$ cat config.mk
export PLATFORM = sky130hd
export DESIGN_NAME = bscan_ring
export DESIGN_NICKNAME = d
export VERILOG_FILES = /design/src/rtl/bsr_pkg.sv /design/src/rtl/bsr_group.sv /design/src/rtl/bscan_ring.sv
export SDC_FILE = /design/constraint.sdc
export NUM_CORES = 1
export LEC_CHECK = 0
export ABC_AREA = 1
export BUFFER_PORTS_ARGS = -buffer_cell sky130_fd_sc_hd__buf_2
export CAP_MARGIN = 30
export CORE_ASPECT_RATIO = 0.7
export CORE_MARGIN = 2
export CORE_UTILIZATION = 53
export DETAILED_ROUTE_END_ITERATION = 16
export GPL_ROUTABILITY_DRIVEN = 0
export PLACE_DENSITY = 0.84
export SYNTH_ARGS = -nofsm -noshare
export SYNTH_HDL_FRONTEND = slang
export SYNTH_SLANG_ARGS = --single-unit
export TNS_END_PERCENT = 5
$ cat constraint.sdc
create_clock -name tck -period 1.6 [get_ports tck]
set_clock_uncertainty 0.1 [all_clocks]
set_input_delay 0.16 -clock tck [delete_from_list [all_inputs] [get_ports tck]]
set_output_delay 0.16 -clock tck [all_outputs]
set_load 0.01 [all_outputs]
$ cat src/rtl/bsr_pkg.sv
package bsr_pkg;

    typedef enum logic [1:0] {
        OP_HOLD    = 2'd0,
        OP_CAPTURE = 2'd1,
        OP_SHIFT   = 2'd2
    } cell_op_e;

    // Capture outranks shift; neither strobe means hold.
    function automatic cell_op_e pick_op(input logic cap, input logic shf);
        if (cap)      return OP_CAPTURE;
        else if (shf) return OP_SHIFT;
        else          return OP_HOLD;
    endfunction

    function automatic int cells_per_group(input int pins);
        return 2 * pins + 1;
    endfunction

endpackage

$ cat src/rtl/bsr_group.sv
module bsr_group
    import bsr_pkg::*;
#(
    parameter int W = 3
) (
    input  logic         tck,
    input  logic         trst_n,
    input  logic         cap,
    input  logic         shf,
    input  logic         upd,
    input  logic         si,
    input  logic [W-1:0] core_data,
    input  logic         core_oe,
    input  logic [W-1:0] pad_in,
    output logic         so,
    output logic [W-1:0] drv_q,
    output logic         oe_q
);
    localparam int N = cells_per_group(W);

    logic [N-1:0] sr;
    logic [N-1:0] cap_vec;
    logic [W-1:0] drv_sr;
    cell_op_e     op;

    always_comb begin
        cap_vec[0] = core_oe;
        for (int p = 0; p < W; p++) begin
            cap_vec[1 + 2*p] = core_data[p];
            cap_vec[2 + 2*p] = pad_in[p];
            drv_sr[p]        = sr[1 + 2*p];
        end
    end

    always_comb op = pick_op(cap, shf);

    // Shift/capture stage, rising edge.
    always_ff @(posedge tck or negedge trst_n) begin
        if (!trst_n) begin
            sr <= '0;
        end else begin
            unique case (op)
                OP_CAPTURE: sr <= cap_vec;
                OP_SHIFT:   sr <= {sr[N-2:0], si};
                OP_HOLD:    sr <= sr;
            endcase
        end
    end

    // Update stage, falling edge; reset disables the group.
    always_ff @(negedge tck or negedge trst_n) begin
        if (!trst_n) begin
            oe_q  <= 1'b0;
            drv_q <= '0;
        end else if (upd) begin
            oe_q  <= sr[0];
            drv_q <= drv_sr;
        end
    end

    assign so = sr[N-1];


    rst_clear_chk: assert property (@(posedge tck)
        !trst_n |-> (oe_q == 1'b0 && drv_q == '0 && sr == '0));


    shift_in_chk: assert property (@(posedge tck) disable iff (!trst_n)
        (shf && !cap) |=> (sr[0] == $past(si) && sr[N-1] == $past(sr[N-2])));


    capture_chk: assert property (@(posedge tck) disable iff (!trst_n)
        cap |=> (sr[0] == $past(core_oe) && sr[1] == $past(core_data[0])
                 && sr[2] == $past(pad_in[0])));


    hold_chk: assert property (@(posedge tck) disable iff (!trst_n)
        (!cap && !shf) |=> $stable(sr));


    latch_hold_chk: assert property (@(negedge tck) disable iff (!trst_n)
        !upd |=> ($stable(oe_q) && $stable(drv_q)));

endmodule

$ cat src/rtl/bscan_ring.sv
module bscan_ring
    import bsr_pkg::*;
#(
    parameter int GROUPS         = 2,
    parameter int PINS_PER_GROUP = 3
) (
    input  logic                               tck,
    input  logic                               trst_n,
    input  logic                               tdi,
    input  logic                               capture_dr,
    input  logic                               shift_dr,
    input  logic                               update_dr,
    input  logic                               test_mode,
    input  logic [GROUPS*PINS_PER_GROUP-1:0]   core_data,
    input  logic [GROUPS-1:0]                  core_oe,
    input  logic [GROUPS*PINS_PER_GROUP-1:0]   pad_in,
    output logic [GROUPS*PINS_PER_GROUP-1:0]   pad_out,
    output logic [GROUPS*PINS_PER_GROUP-1:0]   pad_oe,
    output logic                               tdo
);
    localparam int W = PINS_PER_GROUP;

    logic [GROUPS:0] link;
    assign link[0] = tdi;

    for (genvar g = 0; g < GROUPS; g++) begin : g_grp
        logic [W-1:0] drv_q;
        logic         oe_q;

        bsr_group #(.W(W)) u_grp (
            .tck       (tck),
            .trst_n    (trst_n),
            .cap       (capture_dr),
            .shf       (shift_dr),
            .upd       (update_dr),
            .si        (link[g]),
            .core_data (core_data[g*W +: W]),
            .core_oe   (core_oe[g]),
            .pad_in    (pad_in[g*W +: W]),
            .so        (link[g+1]),
            .drv_q     (drv_q),
            .oe_q      (oe_q)
        );

        assign pad_out[g*W +: W] = test_mode ? drv_q : core_data[g*W +: W];
        assign pad_oe[g*W +: W]  = {W{test_mode ? oe_q : core_oe[g]}};


        grp_oe_uniform_chk: assert property (@(posedge tck) disable iff (!trst_n)
            ($countones(pad_oe[g*W +: W]) == 0 || $countones(pad_oe[g*W +: W]) == W));
    end

    assign tdo = link[GROUPS];

endmodule

After elaboration in Yosys (flattened, before gate mapping)
Index checks and enable logic that the tools add are counted.
{"block": "op_classes", "eq_ne": 2, "n_reduce_logical": 1, "n_mux": 8}
{"operator": "$pmux 7 s2", "n": 2}
{"operator": "$mux 3", "n": 2}
{"operator": "$mux 2", "n": 2}
{"operator": "$eq 2x1->1 const B", "n": 1}
{"operator": "$eq 2x2->1 const B", "n": 1}
{"operator": "$logic_not 2->1", "n": 1}
{"operator": "$mux 1", "n": 2}
{"block": "totals", "input_bits": 21, "elab_cells": 17, "output_inout_bits": 13, "reg_bits": 22}

Logic depth before layout (Yosys ltp)
{"block": "depth", "ltp_word": 4, "depth_mapped": 5, "depth_no_buf": 3}

Cells and area by module
From an unflattened synthesis, not the netlist that was laid out.
{"block": "unflattened", "hier_cells": 140, "hier_area_um2": 1123.6}
{"mod": "bsr_group", "instances": 2, "area_per_inst_um2": 494.2, "seq_area_each_um2": 275.3, "cells_each": 55}
{"mod": "bscan_ring", "instances": 1, "area_per_inst_um2": 135.1, "seq_area_each_um2": 0.0, "cells_each": 30}

==> run summary <==
Result of the run: finished with violations
Failing checks: negative setup slack
Chip width: 58.2 um
Fillers: 136
Crit path launch type: register
Post-synthesis instance area: 0.00109 mm2
Instance area after placement: 0.00126 mm2
Warnings, synthesis: 0
Num CTS Buffers: 3
Leakage: 0.000744 uW
Port Buffer Count: 33
Transition time of the tightest slew-check pin: 0.319 ns
Post-DRT Antenna Nets: 0
Global Route Usage Sum: 23.1%
Clock Sinks: 22
DR DRC count: 0
Final count of pins violating max slew: 0
Worst path setup slack after routing: -0.541 ns
Number of antenna violations at the first check in global routing: 0
Max-cap violations: 0
CTS tree: built
Number of DRC violations after detailed-routing iteration 0: 50
Max-slew headroom at the worst pin: 78.7%
Highest fanout seen on the critical path: 3
Average wire per cell in the routed design: 12.6 um
Seq cells post-synth: 22
Via density per instance: 5.08
Util after Layout: 75.7%
Wire length of the first global-routing pass: 4220 um
Worst-Skew Late Latency: 0.31 ns
Power per Cell Area: 864 mW/mm2
RSZ-0062 raised after global routing: true
Post-synth cell types: 15
Critical path required time: 1.34 ns
Post-Syn Area per Cell: 8.26 um2
Die extent in y: 41.9 um
Number of global-route vias before repair: 872
Max IR drop VDD: 0.000773 V
Fraction of post-synthesis cell area in the top cell type by area: 32.1%
Initial DRT Pass Iterations: 4
Residual overflow from global routing: 0
Reg clk slew, reported paths: 0.11 ns
Start point of the worst min-delay path: core_data[0]
IO Count: 34
Core area: 0.00190 mm2
Effective utilization at floorplan: 57.3%
Launching point of the worst reg2reg path: g_grp[0].u_grp.sr[0]
Kind of end point of the critical path: output port
Area Growth Syn to Fin: 32.1%
Share of the yosys chip area belonging to registers: 50.5%
Sum of internal, switching and leakage power: 1240 uW
Detail Placement HPWL: 1790 um
Setup TNS after final layout: -5.92 ns
Wirelength, routed: 2550 um
Antenna diode count: 0
DIE AREA: 0.00244 mm2
Library cell used as clock root buffer: sky130_fd_sc_hd__clkbuf_4
Hold/Removal Path Class: input port to register
Maximum number of pins on one net before global-route repair: 17
Number of setup buffers added after CTS: 0
Crit path DAT: 1.88 ns
H-Tree Depth: 1
Setup violation total in the final timing report: 13
Via Count: 1027
Number of nets in the synthesized netlist: 153
Net count of the finished layout: 202
Clock buffer depth: 2
Count of mapped cells out of synthesis: 132
Share of final-layout standard cells stronger than drive strength 1: 30.6%
Post-route cell area: 0.00144 mm2
Final hold violation count: 0
Number of cell rows: 13
WS Path Type: register to output port
Most area-hungry cell type in the Yosys netlist: sky130_fd_sc_hd__dfrtp_1
Top post-synthesis cells by area: sky130_fd_sc_hd__dfrtp_1, sky130_fd_sc_hd__dfrtn_1, sky130_fd_sc_hd__nand2_1, sky130_fd_sc_hd__nand3_1, sky130_fd_sc_hd__buf_4
Source of the critical timing path: g_grp[0].u_grp.oe_q
-- worst max-delay path, stage by stage, from the launching register on --
cell and delay, ns:
sky130_fd_sc_hd__dfrtn_1 0.42, sky130_fd_sc_hd__inv_2 0.04, sky130_fd_sc_hd__a21oi_2 0.15, sky130_fd_sc_hd__buf_2 0.16
-- through the flow --
step,std cells,hold WS [ns],worst slack [ns]
global placement,184,-0.0315,-0.142
CTS,200,0.000226,-0.553
finish,202,0.0143,-0.541
global route,202,0.00489,-0.601
detailed placement,184,-0.0262,-0.223
floorplan,132,-0.236,-0.229
-- state kept, by name, indices dropped and copies added, names as in the netlist --
register,count
g_grp.u_grp.sr,14
g_grp.u_grp.oe_q,2
g_grp.u_grp.drv_q,6
-- placed cells by master, fill, tap and decap left out --
| cell type | netlist | layout |
|---|---|---|
| sky130_fd_sc_hd__nand2_1 | 36 | 36 |
| sky130_fd_sc_hd__dfrtp_1 | 14 | 14 |
| sky130_fd_sc_hd__dfrtn_1 | 8 | 8 |
| sky130_fd_sc_hd__nand3_2 | 3 | 3 |
| sky130_fd_sc_hd__dlygate4sd3_1 | 0 | 14 |
| sky130_fd_sc_hd__nor2_1 | 8 | 8 |
| sky130_fd_sc_hd__clkbuf_4 | 0 | 3 |
| sky130_fd_sc_hd__nor2_4 | 1 | 1 |
| sky130_fd_sc_hd__o21ai_1 | 0 | 7 |
| sky130_fd_sc_hd__clkbuf_8 | 0 | 1 |
| sky130_fd_sc_hd__buf_4 | 6 | 9 |
| sky130_fd_sc_hd__nand3_1 | 25 | 25 |
| sky130_fd_sc_hd__a21oi_1 | 8 | 6 |
| sky130_fd_sc_hd__buf_2 | 2 | 33 |
| sky130_fd_sc_hd__a21oi_2 | 0 | 2 |
| sky130_fd_sc_hd__inv_2 | 1 | 3 |
| sky130_fd_sc_hd__inv_1 | 8 | 6 |
| sky130_fd_sc_hd__o21ai_0 | 8 | 1 |
-- logic make-up (layout without fill, tap and decap cells) --
family,Yosys count,after routing,share of synthesized area (%)
DFF,22,22,50.5
and+or+nand+nor,73,73,30.4
buffers and inverters,21,69,11.7
AOI/OAI and AO/OA,16,16,7.35
-- synthesized netlist by cell type --
| cell | number |
|---|---|
| sky130_fd_sc_hd__a21oi_1 | 8 |
| sky130_fd_sc_hd__nand3_2 | 3 |
| sky130_fd_sc_hd__nand3_1 | 25 |
| sky130_fd_sc_hd__o21ai_0 | 8 |
| sky130_fd_sc_hd__buf_4 | 6 |
| sky130_fd_sc_hd__inv_2 | 1 |
| sky130_fd_sc_hd__clkbuf_2 | 1 |
| sky130_fd_sc_hd__dfrtn_1 | 8 |
| sky130_fd_sc_hd__buf_2 | 2 |
| sky130_fd_sc_hd__inv_1 | 8 |
| sky130_fd_sc_hd__buf_6 | 3 |
| sky130_fd_sc_hd__nor2_1 | 8 |
| sky130_fd_sc_hd__nand2_1 | 36 |
| sky130_fd_sc_hd__nor2_4 | 1 |
| sky130_fd_sc_hd__dfrtp_1 | 14 |
-- cell type report --
class                   count  area [um2]  area share (%)
multi-input cells          89         419            29.1
inverters                   9        33.8            2.35
flip-flops and latches     22         551            38.2
well taps                  22        27.5            1.91
repair buffers             56         373            25.9
clock buffers               4        36.3            2.52
-- worst paths after layout --
path                            slack (ns)                       to  cells past startpoint
max in group asynchronous             0.28  g_grp[0].u_grp.drv_q[1]                      2
worst min-delay path                  0.01     g_grp[0].u_grp.sr[1]                      3
min in group asynchronous             0.16     g_grp[1].u_grp.sr[5]                      2
worst max register to register       -0.08      g_grp[0].u_grp.oe_q                      2
worst min register to register        0.35  g_grp[1].u_grp.drv_q[2]                      2
worst max-delay path                 -0.54                pad_oe[1]                      3
-- layer usage --
layer,track usage (%),vias up,share of wire [%]
met1,32.5,457,45
met4,2.79,0,1.1
li1,-,521,-
met3,6.54,7,6.4
met2,36.6,42,48
met5,0,-,0
-- where the power goes --
group          switching (uW)  internal (uW)  total [uW]
Sequential               27.7            618         646
Combinational             158            136         294
Clock                     165            139         304
-- what timing repair did --
| item | 4_1_cts | 5_1_grt |
|---|---|---|
| hold endpoints to repair | 25 | 2 |
| pin swaps | 4 | 0 |
| hold buffers | 12 | 2 |
| gates resized for setup | 4 | 5 |
| endpoints found under the setup margin | 16 | 20 |
(Power assumes the default switching activity.)
